### config.mk
export PLATFORM = sky130hd
export DESIGN_NAME = pr_isolation_ctrl
export DESIGN_NICKNAME = d
export VERILOG_FILES = /design/src/rtl/pr_iso_pkg.sv /design/src/rtl/pr_iso_timer.sv /design/src/rtl/pr_iso_fsm.sv /design/src/rtl/pr_iso_regs.sv /design/src/rtl/pr_isolation_ctrl.sv
export SDC_FILE = /design/constraint.sdc
export NUM_CORES = 1
export LEC_CHECK = 0
export BUFFER_PORTS_ARGS = -buffer_cell sky130_fd_sc_hd__clkbuf_2
export CORE_MARGIN = 1.5
export CORE_UTILIZATION = 30
export DETAILED_ROUTE_END_ITERATION = 16
export GPL_TIMING_DRIVEN = 1
export PLACE_DENSITY_LB_ADDON = 0.25
export SETUP_SLACK_MARGIN = 0.4
export SLEW_MARGIN = 10
export SYNTH_ARGS = -nofsm -noshare
export SYNTH_HDL_FRONTEND = slang
export SYNTH_HIERARCHICAL = 1
export SYNTH_SLANG_ARGS = --single-unit
### constraint.sdc
create_clock -name clk -period 1.9 [get_ports clk]
set_input_delay 0.19 -clock clk [delete_from_list [all_inputs] [get_ports clk]]
set_output_delay 0.19 -clock clk [all_outputs]
set_load 0.05 [all_outputs]
### src/rtl/pr_iso_pkg.sv
package pr_iso_pkg;
    typedef enum logic [1:0] {
        ST_RUN    = 2'd0,
        ST_DRAIN  = 2'd1,
        ST_HELD   = 2'd2,
        ST_SETTLE = 2'd3
    } iso_state_t;

    localparam logic [1:0] A_STATUS = 2'd0;
    localparam logic [1:0] A_CTRL   = 2'd1;
    localparam logic [1:0] A_ERR    = 2'd2;
    localparam logic [1:0] A_REV    = 2'd3;

    localparam logic [2:0] REQ_FREEZE = 3'b001;
    localparam logic [2:0] REQ_RESET  = 3'b010;
    localparam logic [2:0] REQ_THAW   = 3'b100;
endpackage

### src/rtl/pr_iso_timer.sv
module pr_iso_timer #(
    parameter int CW = 4
) (
    input  logic          clk,
    input  logic          rst_n,
    input  logic          clr,
    input  logic [CW-1:0] terminal,
    output logic          expired
);
    logic [CW-1:0] cnt;

    always_ff @(posedge clk or negedge rst_n) begin
        if (!rst_n)   cnt <= '0;
        else if (clr) cnt <= '0;
        else          cnt <= cnt + 1'b1;
    end

    assign expired = (cnt == terminal);
endmodule

### src/rtl/pr_iso_fsm.sv
module pr_iso_fsm
    import pr_iso_pkg::*;
#(
    parameter int DRAIN_CYCLES  = 16,
    parameter int SETTLE_CYCLES = 8
) (
    input  logic       clk,
    input  logic       rst_n,
    input  logic       start_freeze,
    input  logic       start_thaw,
    input  logic       region_quiet,
    output iso_state_t state,
    output logic [1:0] status,
    output logic       freeze_o
);
    localparam int MAXC = (DRAIN_CYCLES > SETTLE_CYCLES) ? DRAIN_CYCLES : SETTLE_CYCLES;
    localparam int CW   = $clog2(MAXC + 1);
    localparam logic [CW-1:0] DRAIN_TC  = CW'(DRAIN_CYCLES - 1);
    localparam logic [CW-1:0] SETTLE_TC = CW'(SETTLE_CYCLES - 1);

    iso_state_t    nxt;
    logic          tmr_done;
    logic [CW-1:0] tmr_tc;

    // State register
    always_ff @(posedge clk or negedge rst_n) begin
        if (!rst_n) state <= ST_RUN;
        else        state <= nxt;
    end

    // Transitions: GO_FREEZE, DRAINED, GO_THAW, SETTLED
    always_comb begin
        nxt = state;
        unique case (state)
            ST_RUN:    if (start_freeze)            nxt = ST_DRAIN;
            ST_DRAIN:  if (region_quiet || tmr_done) nxt = ST_HELD;
            ST_HELD:   if (start_thaw)              nxt = ST_SETTLE;
            ST_SETTLE: if (tmr_done)                nxt = ST_RUN;
            default:                                nxt = ST_RUN;
        endcase
    end

    assign tmr_tc = (state == ST_DRAIN) ? DRAIN_TC : SETTLE_TC;

    pr_iso_timer #(.CW(CW)) u_timer (
        .clk      (clk),
        .rst_n    (rst_n),
        .clr      (nxt != state),
        .terminal (tmr_tc),
        .expired  (tmr_done)
    );

    // Outputs
    always_comb begin
        status   = 2'b10;
        freeze_o = 1'b0;
        unique case (state)
            ST_RUN:    begin status = 2'b10; freeze_o = 1'b0; end
            ST_DRAIN:  begin status = 2'b10; freeze_o = 1'b1; end
            ST_HELD:   begin status = 2'b01; freeze_o = 1'b1; end
            ST_SETTLE: begin status = 2'b01; freeze_o = 1'b1; end
            default:   begin status = 2'b10; freeze_o = 1'b0; end
        endcase
    end


    status_onehot_chk: assert property (@(posedge clk) disable iff (!rst_n)
        $countones(status) == 1);


    done_after_freeze_chk: assert property (@(posedge clk) disable iff (!rst_n)
        $rose(status[0]) |-> $past(freeze_o));


    release_to_run_chk: assert property (@(posedge clk) disable iff (!rst_n)
        $fell(freeze_o) |-> status == 2'b10);
endmodule

### src/rtl/pr_iso_regs.sv
module pr_iso_regs
    import pr_iso_pkg::*;
#(
    parameter int DW           = 32,
    parameter int REG_REVISION = 2
) (
    input  logic          clk,
    input  logic          rst_n,
    input  logic          bus_sel,
    input  logic          bus_wr,
    input  logic [1:0]    bus_addr,
    input  logic [DW-1:0] bus_wdata,
    output logic [DW-1:0] bus_rdata,
    input  iso_state_t    state,
    input  logic [1:0]    status,
    output logic          start_freeze,
    output logic          start_thaw,
    output logic          region_reset
);
    logic [2:0] ctrl;
    logic [2:0] err;
    logic       wr_ctrl, wr_err, in_run, in_held;
    logic       multi, req_frz, req_rst, req_thw;
    logic       bad_frz, bad_rst, bad_thw, accept;

    assign in_run  = (state == ST_RUN);
    assign in_held = (state == ST_HELD);
    assign wr_ctrl = bus_sel && bus_wr && (bus_addr == A_CTRL);
    assign wr_err  = bus_sel && bus_wr && (bus_addr == A_ERR);

    assign multi   = ($countones(bus_wdata[2:0]) > 1) || (|bus_wdata[DW-1:3]);
    assign req_frz = !multi && (bus_wdata[2:0] == REQ_FREEZE);
    assign req_rst = !multi && (bus_wdata[2:0] == REQ_RESET);
    assign req_thw = !multi && (bus_wdata[2:0] == REQ_THAW);

    assign bad_frz = wr_ctrl && (multi || (req_frz && !in_run));
    assign bad_rst = wr_ctrl && req_rst && !in_held;
    assign bad_thw = wr_ctrl && req_thw && !in_held;
    assign accept  = wr_ctrl && !bad_frz && !bad_rst && !bad_thw;

    assign start_freeze = wr_ctrl && req_frz && in_run;
    assign start_thaw   = wr_ctrl && req_thw && in_held;

    always_ff @(posedge clk or negedge rst_n) begin
        if (!rst_n)      ctrl <= '0;
        else if (accept) ctrl <= bus_wdata[2:0];
    end

    always_ff @(posedge clk or negedge rst_n) begin
        if (!rst_n)                    err <= '0;
        else if (wr_err && bus_wdata[0]) err <= '0;
        else                           err <= err | {bad_thw, bad_rst, bad_frz};
    end

    assign region_reset = ctrl[1] && in_held;

    always_comb begin
        bus_rdata = '0;
        unique case (bus_addr)
            A_STATUS: bus_rdata[1:0] = status;
            A_CTRL:   bus_rdata[2:0] = ctrl;
            A_ERR:    bus_rdata[2:0] = err;
            A_REV:    bus_rdata      = DW'(REG_REVISION);
            default:  bus_rdata      = '0;
        endcase
    end


    err_sticky_chk: assert property (@(posedge clk) disable iff (!rst_n)
        !(wr_err && bus_wdata[0]) |=> ((err & $past(err)) == $past(err)));


    ctrl_hold_on_reject_chk: assert property (@(posedge clk) disable iff (!rst_n)
        (wr_ctrl && !accept) |=> $stable(ctrl));
endmodule

### src/rtl/pr_isolation_ctrl.sv
module pr_isolation_ctrl
    import pr_iso_pkg::*;
#(
    parameter int DRAIN_CYCLES  = 16,
    parameter int SETTLE_CYCLES = 8,
    parameter int REG_REVISION  = 2
) (
    input  logic        clk,
    input  logic        rst_n,
    input  logic        bus_sel,
    input  logic        bus_wr,
    input  logic [1:0]  bus_addr,
    input  logic [31:0] bus_wdata,
    output logic [31:0] bus_rdata,
    input  logic        region_quiet,
    output logic        region_freeze,
    output logic        region_reset
);
    iso_state_t state;
    logic [1:0] status;
    logic       start_freeze, start_thaw;

    pr_iso_fsm #(
        .DRAIN_CYCLES  (DRAIN_CYCLES),
        .SETTLE_CYCLES (SETTLE_CYCLES)
    ) u_fsm (
        .clk          (clk),
        .rst_n        (rst_n),
        .start_freeze (start_freeze),
        .start_thaw   (start_thaw),
        .region_quiet (region_quiet),
        .state        (state),
        .status       (status),
        .freeze_o     (region_freeze)
    );

    pr_iso_regs #(
        .DW           (32),
        .REG_REVISION (REG_REVISION)
    ) u_regs (
        .clk          (clk),
        .rst_n        (rst_n),
        .bus_sel      (bus_sel),
        .bus_wr       (bus_wr),
        .bus_addr     (bus_addr),
        .bus_wdata    (bus_wdata),
        .bus_rdata    (bus_rdata),
        .state        (state),
        .status       (status),
        .start_freeze (start_freeze),
        .start_thaw   (start_thaw),
        .region_reset (region_reset)
    );


    reset_within_freeze_chk: assert property (@(posedge clk) disable iff (!rst_n)
        region_reset |-> region_freeze);
endmodule

==> results of run 1 <==
[routing by layer]
layer  global-route usage  share of wire  up-vias
li1                     -              -      562
met1               0.1359           0.43      557
met2               0.2320           0.51       44
met3              0.04221          0.061        2
met4              0.02696         0.0041        0
met5                    0              0        -
[stage by stage]
stage	setup WS (ns)	std cells	util	total power, mW	area, µm²
final	0.3136	252	0.4522	0.8209	1848
after CTS	0.3120	249	0.4170	0.8059	1704
after global placement	0.03884	238	0.3714	0.5447	1518
after global routing	0.2672	252	0.4522	0.8625	1848
after detailed placement	0.008627	238	0.3714	0.5448	1518
after floorplan	0.1905	171	-	0.5254	1433
[worst max path at each step]
| stage | from | to | slack, ns | cells past startpoint |
|---|---|---|---|---|
| 2_1_floorplan | bus_wdata[0] | u_fsm/u_timer/cnt[2]$_DFF_PN0_ | 0.19 | 9 |
| 6_report | bus_addr[1] | bus_rdata[1] | 0.31 | 6 |
| 4_1_cts | u_regs/err[1]$_DFF_PN0_ | bus_rdata[1] | 0.31 | 3 |
| 5_1_grt | u_fsm/state[0]$_DFF_PN0_ | u_regs/ctrl[0]$_DFFE_PN0P_ | 0.27 | 4 |
| 3_5_place_dp | bus_wdata[0] | u_fsm/u_timer/cnt[4]$_DFF_PN0_ | 0.009 | 10 |
| 3_3_place_gp | bus_wdata[0] | u_fsm/u_timer/cnt[1]$_DFF_PN0_ | 0.04 | 10 |
[cells in the mapped netlist, types with 4 or more instances]
cell      n
a32o_1    4
buf_4    30
dfrtp_1  13
ha_1      6
inv_1     4
nand3_1   5
nor2_1    8
nor2b_1   4
o21ai_0   5
xnor2_1   5
xor2_1    4
[cell families after synthesis]
group | count (synthesis) | synth area share
AOI/OAI and AO/OA | 20 | 0.1178
xor gates and xnor gates | 9 | 0.06081
adders and majority gates | 6 | 0.05791
buffers and inverters | 38 | 0.2056
DFF | 13 | 0.2510
muxes | 2 | 0.02027
other | 3 | 0.008687
and+or+nand+nor | 50 | 0.2780
[sequential cells by signal, summed over array words and instances (netlist names)]
register,flops
u_fsm/u_timer/cnt,5
u_fsm/state,2
u_regs/ctrl,3
u_regs/err,3
[power by group through the flow]
| stage | clock (mW) | sequential, mW | combinational [mW] |
|---|---|---|---|
| 2_1_floorplan | 0 | 0.289 | 0.237 |
| 3_3_place_gp | 0 | 0.290 | 0.255 |
| 3_5_place_dp | 0 | 0.289 | 0.256 |
| 4_1_cts | 0.252 | 0.285 | 0.269 |
| 5_1_grt | 0.267 | 0.285 | 0.310 |
| 6_report | 0.248 | 0.285 | 0.288 |
[timing repair]
action / in CTS / in global routing
pin swaps: 12 / 5
gates resized for setup: 20 / 27
endpoints found under the hold margin: 13 / 0
cloned: 0 / 0
setup endpoints to repair: 13 / 12
hold buffers: 1 / 0
setup buffers: 6 / 3
[cell type report]
type / count / area, µm²
Fill cell: 420 / 2238
Sequential cell: 13 / 327.8
Timing Repair Buffer: 61 / 439.2
Clock buffer: 4 / 45.04
Multi-Input combinational cell: 120 / 958.4
Tap cell: 50 / 62.56
Inverter: 4 / 15.01
[worst max-delay path, delay by kind of cell]
family,cells,cell delay (ns)
AO/OA/AOI/OAI,1,0.34
adder cells (fa/ha/maj),1,0.24
buffers and inverters,3,0.34
multiplexers,1,0.28
==> results by group, run 1 <==
Finish
  – Layout cells sized above 1: 0.4802
  – Commonest non-fill, non-tap cell in the layout: clkbuf_2
  – Synth-to-Final Area Change: 42.57%
  – Fin nets: 248
  – Commonest non-fill, non-tap cells in the layout: clkbuf_2, conb_1, buf_4
  – Antenna Diode Count: 0

Timing
  – Fin Hold WS: 0.2527 ns
  – Max Slew Vio Count: 0
  – Final-report setup violation count: 0
  – Fmax: about 630 MHz
  – RSZ-0062 raised after global routing: yes
  – Max Clock Skew: 0.0006803 ns
  – TNS Setup: 0 ns
  – Fraction of the cycle the final worst path needs: 0.8350
  – Period minus WS final: 1.586 ns
  – Final Hold Vio Count: 0

Drt
  – Routed via count: approximately 1200
  – Routed WL: 2960 µm
  – Routed vias/inst: 4.623
  – Final ANT Viol Nets: 0
  – Initial DRC count: 21
  – DRC: 0
  – WL/cell: 11.75 µm
  – First drt pass iteration count: 4

Setup path
  – Crit Path Category: in2out
  – Crit-path cells: clkbuf_2 -> inv_1 -> ha_1 -> a221o_1 -> mux2_4 -> clkbuf_16
  – RR Endpoint: u_regs/ctrl[0]$_DFFE_PN0P_
  – Worst Setup Start Kind: input pin
  – Worst Reg-to-Reg Cells: 4
  – Worst EP arrival: roughly 1.4 ns
  – WP data required: 1.71 ns
  – Worst r2r src: u_fsm/state[0]$_DFF_PN0_
  – Worst R2R Setup Slack: about 0.36 ns
  – Slowest cell on the critical path: a221o_1
  – Setup crit end kind: primary output
  – Max stage delay on crit path: around 0.34 ns
  – CP max FO: 5

Clock network
  – Worst-path clk slew: 0.05 ns
  – Buffers from clock root to sink, at most: 2
  – CTS sink count: 13
  – Root Buffer: clkbuf_8
  – CTS Buf Count: 3
  – TritonCTS clock tree: done
  – Htree depth: 1
  – Worst skew pair latency: 0.24 ns

GRT
  – GRT Residual Overflow: 0
  – Total GRT Usage: 0.1247
  – First-pass GRT wire length: 4457 µm
  – Initial antenna violation count: 0
  – Largest net degree at the start of global routing: 14
  – Vias in the first global route: 1094

Hold path
  – Hold WC Path Type: in2reg
  – Number of cells on the worst hold path: 3
  – End of the worst hold path: u_fsm/state[1]$_DFF_PN0_
  – Hold path start: region_quiet

Synth
  – Synth top area share: 0.2510
  – Async SR Flop Fraction: 1.000
  – Post-synth cell types: 46
  – Ranking of synthesized cells by area: dfrtp_1, buf_4, ha_1, xnor2_1, nor4_4
  – Post-synthesis sequential area ratio: 0.2510
  – Main synth FF type: dfrtp_1
  – Cell count after synthesis: 141
  – #FFs+latches synth: 13
  – Post-Syn Area per Cell: a little over 9 µm²
  – Post-synth EDFFs: 0
  – Synth Cell Area: about 0.0013 mm²
  – YS warnings: 6
  – Leading area contributor after synthesis: dfrtp_1

Die
  – Rows: 23
  – Die area: between 0.004 and 0.005 mm²
  – Core box area: a little over 0.004 mm²
  – Chip Width: 68.73 µm
  – Vert. Die Dim: a little under 70 µm
  – Num ports: between 70 and 80
  – Initial Utilization: 0.3172

Placed design
  – RePlAce Congestion: 0.7745
  – Final HPWL DP: 2174 µm
  – IO Port Bufs: 43

Power and ir drop
  – Clock power frac: 0.302
  – Pwr dens: 444.2 mW/mm²
  – Max VDD drop: 0.2852 mV
  – Flop pwr share: 0.347
  – Net Sw Frac: 0.3818
  – Logic pwr share: 0.351
  – Int Pwr: 0.5075 mW
  – NetSw: 0.3134 mW
  – Leak: between 0.8 and 0.9 nW

Run
  – Total of max-cap violations: 0

Run status
  – Run status: completed
Note: power is estimated with default switching activity, not from simulation.
==> run 2: changes to the inputs <==
Clock period 1.9 ns to 1.5 ns, I/O delays scaled along.
==> results by group, run 2 (synthesis results as in run 1) <==
Run status
  – Run status: finished with violations
  – Failing checks: setup timing

Drt
  – First drt pass iteration count: 4 (unchanged)
  – Final ANT Viol Nets: 0 (unchanged)
  – WL/cell: 11.24 µm (-4.3%)
  – Routed WL: 3068 µm (+3.6%)
  – Initial DRC count: 16 (-24%)
  – Routed via count: 1214 (+4.2%)
  – Routed vias/inst: 4.447 (-3.8%)
  – DRC: 0 (unchanged)

Setup path
  – Worst R2R Setup Slack: -0.06 ns (-0.42 ns)
  – Worst r2r src: u_fsm/state[0]$_DFF_PN0_
  – CP max FO: 5 (unchanged)
  – Crit-path cells: buf_6 -> and2b_2 -> xnor2_2 -> nand3_1 -> nor3_2 -> buf_4 -> o21ai_4 -> nand2_4 -> nor2b_1
  – Worst Reg-to-Reg Cells: 9 (+5)
  – Setup crit end kind: flop
  – Slowest cell on the critical path: dfrtp_1
  – RR Endpoint: u_fsm/u_timer/cnt[1]$_DFF_PN0_
  – Worst EP arrival: 1.73 ns (+0.33 ns)
  – WP data required: 1.68 ns (-0.03 ns)
  – Worst Setup Start Kind: flop
  – Max stage delay on crit path: 0.39 ns (+0.05 ns)
  – Crit Path Category: reg2reg

Timing
  – Final Hold Vio Count: 0 (unchanged)
  – RSZ-0062 raised after global routing: yes
  – Max Clock Skew: 0.002794 ns (+0.002114 ns)
  – Final-report setup violation count: 11 (+11)
  – Period minus WS final: 1.558 ns
  – Max Slew Vio Count: 0 (unchanged)
  – Fraction of the cycle the final worst path needs: 1.039
  – Fmax: roughly 640 MHz
  – Final worst slack: -0.05809 ns (-0.3717 ns)

Clock network
  – Buffers from clock root to sink, at most: 2 (unchanged)
  – Htree depth: 1 (unchanged)
  – Root Buffer: clkbuf_8
  – CTS sink count: 13 (unchanged)
  – TritonCTS clock tree: done
  – Worst skew pair latency: 0.24 ns (about the same)
  – Worst-path clk slew: 0.05 ns (about the same)
  – CTS Buf Count: 3 (unchanged)

Finish
  – Antenna Diode Count: 0 (unchanged)
  – Biggest register: u_fsm/u_timer/cnt
  – Max reg flops: 5 (unchanged)
  – Commonest non-fill, non-tap cells in the layout: clkbuf_2, conb_1, buf_4
  – Finished layout cell area: 0.002180 mm² (+18%)
  – Commonest non-fill, non-tap cell in the layout: clkbuf_2
  – Largest regs: u_fsm/u_timer/cnt (5), u_regs/ctrl (3), u_regs/err (3)
  – Layout cells sized above 1: 0.5874 (+0.1072)
  – Post-layout util: 0.5334 (+0.08114)
  – Fin nets: 269 (+8.5%)
  – Synth-to-Final Area Change: 68.15%

GRT
  – Initial antenna violation count: 0 (unchanged)
  – First-pass GRT wire length: 5016 µm (+13%)
  – GRT Residual Overflow: 0 (unchanged)
  – Vias in the first global route: 1228 (+12%)
  – Largest net degree at the start of global routing: 14 (unchanged)
  – Total GRT Usage: 0.1400 (+0.01533)

Power and ir drop
  – Total power: 1.067 mW (+30%)
  – Pwr dens: 489.4 mW/mm² (+10%)
  – Max VDD drop: 0.5153 mV (+81%)
  – Leak: 1.035 nW (+16%)

Placed design
  – Area of placed instances: 0.001663 mm² (+9.6%)
  – Pre-CTS setup slack: -0.3477 ns (-0.3563 ns)
  – IO Port Bufs: 43 (unchanged)
  – RePlAce Congestion: 0.7552 (-2.5%)
  – Final HPWL DP: 2304 µm (+6.0%)

Die
  – Core box area: 0.004086 mm² (unchanged)
  – Die area: 0.004724 mm² (unchanged)
  – Chip Width: 68.73 µm (unchanged)
  – Vert. Die Dim: 68.73 µm (unchanged)
  – Initial Utilization: 0.3172 (unchanged)
  – Num ports: 73 (unchanged)
  – Rows: 23 (unchanged)

Hold path
  – Hold WC Path Type: in2reg
  – Number of cells on the worst hold path: 3 (unchanged)
  – End of the worst hold path: u_fsm/state[1]$_DFF_PN0_
  – Hold path start: region_quiet

Run
  – Total of max-cap violations: 0 (unchanged)
[run 2: cell count changes in the layout (fill, tap and decap cells not counted), sizes merged]
| cell | delta |
|---|---|
| buf | +22 |
| clkbuf | -1 |
[run 2: routing by layer]
metal / vias to the layer above / part of all wire / GRT usage
met5: - / 0 / 0
met4: 0 / 0.0033 / 0.03431
met3: 2 / 0.045 / 0.03409
met2: 37 / 0.52 / 0.2620
met1: 568 / 0.43 / 0.1579
li1: 607 / - / -
[run 2: how the worst max path moves through the flow]
stage                                        start                              to  slack (ns)  cells after the start
after detailed placement              bus_wdata[0]  u_fsm/u_timer/cnt[2]$_DFF_PN0_       -0.35                     10
final                     u_fsm/state[0]$_DFF_PN0_  u_fsm/u_timer/cnt[1]$_DFF_PN0_       -0.06                      9
after CTS                  u_regs/err[1]$_DFF_PN0_                    bus_rdata[1]       -0.06                      3
after global routing      u_fsm/state[1]$_DFF_PN0_  u_fsm/u_timer/cnt[0]$_DFF_PN0_       -0.15                      9
after floorplan                       bus_wdata[0]  u_fsm/u_timer/cnt[1]$_DFF_PN0_       -0.17                      9
after global placement                bus_wdata[0]  u_fsm/u_timer/cnt[1]$_DFF_PN0_       -0.31                     10
[run 2: cell type report]
type,instances,area (µm²)
Tap cell,50,62.56
Multi-Input combinational cell,120,1051
Clock buffer,4,45.04
Fill cell,382,1907
Timing Repair Buffer,82,676.9
Inverter,4,17.52
Sequential cell,13,326.6
[run 2: timing repair]
action / 4_1_cts / 5_1_grt
endpoints found under the setup margin: 18 / 18
endpoints found under the hold margin: 13 / 0
resized for setup: 46 / 26
hold buffers: 1 / 0
pin swaps: 16 / 8
setup buffers: 9 / 9
[run 2: power by group]
group	internal, mW	switching [mW]	total [mW]
clock	0.188	0.127	0.315
sequential	0.357	0.00530	0.362
combinational	0.118	0.272	0.390
total	0.663	0.404	1.07
[run 2: through the flow]
stage                     setup TNS, ns  cells  hold slack (ns)
final                           -0.4408    273           0.2272
after global routing             -1.366    273           0.2502
after CTS                       -0.3058    264           0.2307
after global placement           -2.560    250          0.06232
after floorplan                  -1.044    171          -0.1456
after detailed placement         -2.762    250          0.06710
[run 2: worst max-delay path: cells and delay by family, from the launching register on]
kind	cells	cell delay (ns)
AO/OA/AOI/OAI	1	0.19
XOR/XNOR	1	0.12
buffers and inverters	2	0.27
AND/OR/NAND/NOR	5	0.53
flip-flops	1	0.39
